--- src/rtl/alu_pkg.sv ---
package alu_pkg;
  typedef enum logic [2:0] {
    OP_ADD = 3'd0, OP_SUB = 3'd1, OP_AND = 3'd2, OP_OR  = 3'd3,
    OP_XOR = 3'd4, OP_ASR = 3'd5, OP_LSR = 3'd6, OP_SHL = 3'd7
  } alu_op_e;

  localparam int NFLAGS = 5;
  localparam int FL_C  = 0;
  localparam int FL_Z  = 1;
  localparam int FL_N  = 2;
  localparam int FL_OV = 3;
  localparam int FL_DC = 4;
endpackage

--- src/rtl/alu_addsub.sv ---
module alu_addsub #(
  parameter int W = 16
) (
  input  logic [W-1:0] a,
  input  logic [W-1:0] b,
  input  logic         sub,
  input  logic         byte_sel,
  output logic [W-1:0] sum,
  output logic         carry,
  output logic         dcarry,
  output logic         ovf
);
  localparam int HW = W / 2;
  localparam int NB = 4;

  logic [W-1:0]  bx;
  logic [W:0]    full_s;
  logic [HW:0]   half_s;
  logic [NB:0]   nib_s;
  logic          sa, sb, sr;

  always_comb begin
    bx     = sub ? ~b : b;
    full_s = {1'b0, a} + {1'b0, bx} + {{W{1'b0}}, sub};
    half_s = {1'b0, a[HW-1:0]} + {1'b0, bx[HW-1:0]} + {{HW{1'b0}}, sub};
    nib_s  = {1'b0, a[NB-1:0]} + {1'b0, bx[NB-1:0]} + {{NB{1'b0}}, sub};
    sum    = full_s[W-1:0];
    carry  = byte_sel ? half_s[HW] : full_s[W];
    dcarry = nib_s[NB];
    sa     = byte_sel ? a[HW-1]      : a[W-1];
    sb     = byte_sel ? bx[HW-1]     : bx[W-1];
    sr     = byte_sel ? full_s[HW-1] : full_s[W-1];
    ovf    = (sa == sb) && (sr != sa);
  end
endmodule

--- src/rtl/alu_shift.sv ---
module alu_shift #(
  parameter int W  = 16,
  parameter int CW = $clog2(W)
) (
  input  logic [W-1:0]  a,
  input  logic [1:0]    kind,      // 0 arith right, 1 logical right, 2 left
  input  logic          byte_sel,
  input  logic [CW-1:0] amt,
  output logic [W-1:0]  res,
  output logic          cout
);
  localparam int HW = W / 2;

  logic              fill;
  logic [W-1:0]      ext;
  logic signed [W+1:0] rvec;
  logic [W+1:0]      rsh;
  logic [2*W-1:0]    lsh;
  logic [W-1:0]      lsrc;

  always_comb begin
    fill = (kind == 2'd0) && (byte_sel ? a[HW-1] : a[W-1]);
    ext  = byte_sel ? {{HW{fill}}, a[HW-1:0]} : a;
    rvec = $signed({fill, ext, 1'b0});
    rsh  = rvec >>> amt;
    lsrc = byte_sel ? {{HW{1'b0}}, a[HW-1:0]} : a;
    lsh  = {{W{1'b0}}, lsrc} << amt;
    if (kind == 2'd2) begin
      res  = lsh[W-1:0];
      cout = byte_sel ? lsh[HW] : lsh[W];
    end else begin
      res  = rsh[W:1];
      cout = rsh[0];
    end
  end
endmodule

--- src/rtl/alu_status.sv ---
module alu_status
  import alu_pkg::*;
(
  input  logic              clk,
  input  logic              rst_n,
  input  logic              commit,
  input  logic [NFLAGS-1:0] upd_mask,
  input  logic [NFLAGS-1:0] flag_val,
  output logic [NFLAGS-1:0] status_q,
  output logic              rst_ok
);
  logic              rst_meta;
  logic [NFLAGS-1:0] status_d;

  always_ff @(posedge clk or negedge rst_n) begin
    if (!rst_n) begin
      rst_meta <= 1'b0;
      rst_ok   <= 1'b0;
    end else begin
      rst_meta <= 1'b1;
      rst_ok   <= rst_meta;
    end
  end

  always_comb begin
    status_d = status_q;
    if (commit) status_d = (status_q & ~upd_mask) | (flag_val & upd_mask);
  end

  always_ff @(posedge clk or negedge rst_ok) begin
    if (!rst_ok) status_q <= '0;
    else         status_q <= status_d;
  end

  // without commit the flags hold
  a_r10_hold_without_commit: assert property (@(posedge clk) disable iff (!rst_ok)
    !commit |=> $stable(status_q));
endmodule

--- src/rtl/flag_alu.sv ---
module flag_alu
  import alu_pkg::*;
#(
  parameter int W  = 16,
  parameter int CW = $clog2(W)
) (
  input  logic              clk,
  input  logic              rst_n,
  input  logic [W-1:0]      op_a,
  input  logic [W-1:0]      op_b,
  input  logic [2:0]        op_code,
  input  logic              byte_mode,
  input  logic [CW-1:0]     shamt,
  input  logic              commit,
  output logic [W-1:0]      result,
  output logic [NFLAGS-1:0] status
);
  localparam int HW = W / 2;

  alu_op_e           op;
  logic [W-1:0]      as_sum, sh_res, core;
  logic              as_c, as_dc, as_ov, sh_c;
  logic              is_arith, is_logic, is_shift;
  logic [1:0]        sh_kind;
  logic [NFLAGS-1:0] upd_mask, flag_val;
  logic              rst_ok;

  assign op = alu_op_e'(op_code);

  alu_addsub #(.W(W)) u_addsub (
    .a(op_a), .b(op_b), .sub(op == OP_SUB), .byte_sel(byte_mode),
    .sum(as_sum), .carry(as_c), .dcarry(as_dc), .ovf(as_ov)
  );

  alu_shift #(.W(W), .CW(CW)) u_shift (
    .a(op_a), .kind(sh_kind), .byte_sel(byte_mode), .amt(shamt),
    .res(sh_res), .cout(sh_c)
  );

  always_comb begin
    is_arith = (op == OP_ADD) || (op == OP_SUB);
    is_shift = (op == OP_ASR) || (op == OP_LSR) || (op == OP_SHL);
    is_logic = !is_arith && !is_shift;
    sh_kind  = (op == OP_ASR) ? 2'd0 : (op == OP_LSR) ? 2'd1 : 2'd2;
    unique case (op)
      OP_AND:  core = op_a & op_b;
      OP_OR:   core = op_a | op_b;
      OP_XOR:  core = op_a ^ op_b;
      OP_ADD, OP_SUB: core = as_sum;
      default: core = sh_res;
    endcase
    result = byte_mode ? {op_a[W-1:HW], core[HW-1:0]} : core;

    flag_val         = '0;
    flag_val[FL_Z]   = byte_mode ? (core[HW-1:0] == '0) : (core == '0);
    flag_val[FL_N]   = byte_mode ? core[HW-1] : core[W-1];
    flag_val[FL_OV]  = is_arith && as_ov;
    flag_val[FL_C]   = is_arith ? as_c : sh_c;
    flag_val[FL_DC]  = as_dc;

    upd_mask         = '0;
    upd_mask[FL_Z]   = 1'b1;
    upd_mask[FL_N]   = 1'b1;
    upd_mask[FL_OV]  = 1'b1;
    upd_mask[FL_C]   = is_arith || (is_shift && (shamt != '0));
    upd_mask[FL_DC]  = is_arith;
  end

  alu_status u_status (
    .clk(clk), .rst_n(rst_n), .commit(commit), .upd_mask(upd_mask),
    .flag_val(flag_val), .status_q(status), .rst_ok(rst_ok)
  );

  // logic and shift operations leave overflow cleared
  a_r3_no_overflow: assert property (@(posedge clk) disable iff (!rst_ok)
    (commit && !is_arith) |=> !status[FL_OV]);
  // zero flag follows the active-width result seen at the port
  a_r4_zero_tracks_result: assert property (@(posedge clk) disable iff (!rst_ok)
    commit |=> status[FL_Z] == $past(byte_mode ? (result[HW-1:0] == '0) : (result == '0)));
  // byte mode passes the upper operand byte through
  a_r5_upper_byte_pass: assert property (@(posedge clk) disable iff (!rst_ok)
    byte_mode |-> result[W-1:HW] == op_a[W-1:HW]);
  // non-arithmetic operations keep digit carry
  a_r6_dc_kept: assert property (@(posedge clk) disable iff (!rst_ok)
    (commit && !is_arith) |=> $stable(status[FL_DC]));
  // zero-count shifts keep carry
  a_r9_zero_count_keeps_c: assert property (@(posedge clk) disable iff (!rst_ok)
    (commit && is_shift && shamt == '0) |=> $stable(status[FL_C]));
endmodule

--- config.mk ---
export PLATFORM = sky130hd
export DESIGN_NAME = flag_alu
export DESIGN_NICKNAME = d
export VERILOG_FILES = /design/src/rtl/alu_pkg.sv /design/src/rtl/alu_addsub.sv /design/src/rtl/alu_shift.sv /design/src/rtl/alu_status.sv /design/src/rtl/flag_alu.sv
export SDC_FILE = /design/constraint.sdc
export NUM_CORES = 1
export LEC_CHECK = 0
export ABC_AREA = 1
export BUFFER_PORTS_ARGS = -buffer_cell sky130_fd_sc_hd__buf_2
export CAP_MARGIN = 20
export CORE_MARGIN = 5
export CORE_UTILIZATION = 50
export CTS_CLUSTER_DIAMETER = 120
export DETAILED_ROUTE_END_ITERATION = 8
export GPL_TIMING_DRIVEN = 0
export PLACE_DENSITY = 0.83
export SYNTH_ARGS = -nofsm -noshare
export SYNTH_HDL_FRONTEND = slang
export SYNTH_SLANG_ARGS = --single-unit
--- constraint.sdc ---
create_clock -name clk -period 3.9 [get_ports clk]
set_input_delay 0.78 -clock clk [delete_from_list [all_inputs] [get_ports clk]]
set_output_delay 0.78 -clock clk [all_outputs]
set_load 0.005 [all_outputs]
==> reports/metrics.yaml <==
synthesis:
  synth_seq_cells: 7
  async_reset_ff_share_pct: 100
  synth.avg_cell_area_sq_um: 5.28
  synth-edff-count: 0
  synth_top_area_share_pct: 22.9
  synth_nets: 842
  synthesis.area_sq_um: 3960
  synth_warnings: 0
  synth.yosys.seq_area_share_pct: 4.42
  yosysMostFrequentCell: "nand2_1"
  synth_top_cells_by_area: "nand2_1 23%, ha_1 15%, nand3_1 11%"
  syn_inst: 750
  ys_top_cells_by_count: "242 x nand2_1, 101 x inv_1, 85 x nand3_1, 58 x nor2_1, 52 x o21ai_0"
  ys.flop_type: "dfrtp_1"
  ys_types: 34
  yosysTopAreaCell: "nand2_1"
global_route:
  grt_overflow_total: 0
  antenna_found_initial: 0
  grt_max_degree: 11
  grt_usage_pct: 31.5
  grt_pass1_vias: 5190
  grt_pass1_wl_microns: 25100
final_layout:
  nFillCells: 712
  syn_to_final_growth_pct: 24.8
  num-nets-final: 923
  drive_gt1_share_pct: 20.2
  diodes: 0
  fin_area_sq_um: 4940
  fin_cells: 932
sta:
  timing.final.crit_share_pct: 103
  worst_pin_slew_ps: 1070
  finalHoldViolCount: 0
  timing.final.ws_setup_ps: -127
  period_needed_ps: 4030
  fmax_mhz: 248
  setup_viol: 4
  slew_headroom_pct: 28.1
  final-max-slew-violation-count: 0
  rsz0062_at_grt: "yes"
  whs_ps: 90.8
  skew_ps: 3.92
placement:
  hpwl_microns: 12400
  pre_cts_ws_ps: -1040
  dpl-instance-area_sq_um: 4380
  gp_congestion: 1.06
  numPortBuffers: 59
  dp_cells: 911
worst_setup_path:
  crit_path_top_delay_cell: "ha_1"
  r2r_start: "u_status.status_q[2]$_DFFE_PN0P_"
  crit_arrival_ps: 3250
  endpoint_kind: "output port"
  crit_type: "in2out"
  required_ps: 3120
  reg2reg_depth: 2
  setup.worst_path.start_class: "input port"
  critPathMaxStageDelay_ps: 370
  path_cells: "clkbuf_4 -> nand2_4 -> clkbuf_16 -> xor2_1 -> inv_1 -> ha_1 -> nand2_1 -> nor2_1 -> nand3_2 -> a21oi_1 -> nor2_1 -> nor2_1 -> nand2_1 -> nand2_1 -> o21ai_1 -> buf_2"
  worst-path-max-fanout: 8
  r2r_slack_ps: 3250
  r2r-end: "u_status.status_q[2]$_DFFE_PN0P_"
run:
  drv_cap: 0
drt:
  drtAntennaViolNets: 0
  first_pass_iters: 6
  wl_per_cell_microns: 18.3
  remaining_drc_errors: 0
  vias_per_cell: 6.19
  routed_wl_microns: 17100
  drt_iter0_drc: 602
  vias: 5770
floorplanning:
  chipWidth_microns: 99.0
  initial_core_util_pct: 51.2
  die_y_microns: 99.0
  design.core.area_sq_um: 7730
  ios: 64
  die_area_sq_um: 9800
  std_cell_rows: 32
outcome:
  status: "finished, violations left"
  violations: "negative setup slack"
clocking:
  cts_hold_buf: 0
  cts_tree: "done"
  root_buffer: "clkbuf_8"
  cts_sinks: 7
  cts_max_level: 1
  numCtsBuffers: 3
  cts.clk_slew.worst_paths_ps: 40
  cts_max_path_buffers: 2
  clk_latency_ps: 230
power_and_ir_drop:
  powerDensity_nw_per_um2: 191
  ir_drop_mv: 0.125
  p_total_mw: 0.946
  p_leak_nw: 2.69
hold_path:
  hold_path.class: "reg2async"
[cells in the final DEF (no fill, tap or decap), drive strengths merged, types with 3 or more instances in the layout]
cell | Yosys | final
nand2 | 242 | 242
inv | 104 | 104
buf | 17 | 92
nand3 | 86 | 86
nor2 | 61 | 61
o21ai | 54 | 54
ha | 48 | 48
a21oi | 39 | 39
clkbuf | 11 | 16
xor2 | 15 | 15
o211ai | 11 | 11
nand4 | 10 | 10
a221oi | 8 | 8
nand3b | 7 | 7
dfrtp | 7 | 7
o21a | 6 | 6
o2111ai | 4 | 4
or2 | 4 | 4
nor3 | 4 | 4
a211oi | 3 | 3
[metrics by stage]
step | utilization [%] | TNS (ps)
after floorplan | - | 0
after global placement | 56.7 | -10510
after detailed placement | 56.7 | -10640
after CTS | 60.5 | 0
after global routing | 63.9 | -1210
final | 63.9 | -241
[worst max path at each step]
stage | startpoint | slack (ps) | cells past startpoint | to
6_report | op_code[0] | -130 | 16 | result[13]
5_1_grt | op_code[1] | -310 | 18 | result[13]
4_1_cts | op_code[2] | 3 | 18 | result[13]
3_5_place_dp | op_code[1] | -1040 | 19 | result[10]
3_3_place_gp | op_code[1] | -1020 | 19 | result[10]
2_1_floorplan | op_code[0] | 130 | 19 | result[14]
[layout make-up]
class	instances	area, sq um	share of cell area [%]
multi-input cells	609	3590	72.7
plain buffers	28	145	2.94
repair buffers	76	455	9.22
inverters	106	398	8.05
flip-flops and latches	7	175	3.55
clock buffers	4	45.0	0.912
well taps	102	128	2.58
[report_power, final]
part           internal, mW  switching, mW  total (mW)
clock network        0.0707         0.0314       0.102
logic                 0.277          0.480       0.757
registers            0.0813        0.00510      0.0864
total                 0.429          0.517       0.946
[worst max-delay path, delay by kind of cell]
| family | cells | cell delay [ps] |
|---|---|---|
| adder cells (fa/ha/maj) | 1 | 370 |
| AO/OA/AOI/OAI | 2 | 250 |
| XOR/XNOR | 1 | 140 |
| buffers and inverters | 4 | 580 |
| AND/OR/NAND/NOR | 8 | 1130 |
[layer usage]
metal / vias up / wire, microns / global-route usage (%)
met5: - / 0 / 0
met4: 0 / 1300 / 16.8
met3: 120 / 2220 / 5.24
met2: 484 / 7650 / 52.8
met1: 2542 / 5940 / 38.3
li1: 2624 / - / -
[logic make-up (layout without fill, tap and decap cells)]
| family | count (synthesis) | in the layout | share of synthesized area (%) |
|---|---|---|---|
| AO/OA/AOI/OAI | 129 | 129 | 19.1 |
| AND/OR/NAND/NOR | 414 | 414 | 44.1 |
| XOR/XNOR | 16 | 16 | 3.54 |
| other | 1 | 1 | 0.0947 |
| buffers and inverters | 134 | 214 | 13.1 |
| adder cells (fa/ha/maj) | 49 | 49 | 15.7 |
| flip-flops | 7 | 7 | 4.42 |
[what timing repair did]
item,CTS,global route
gates cloned,1,0
setup endpoints to repair,16,13
setup buffers,9,7
pin swaps,7,29
gates resized for setup,34,65
Power figures use the tool's default switching activity.
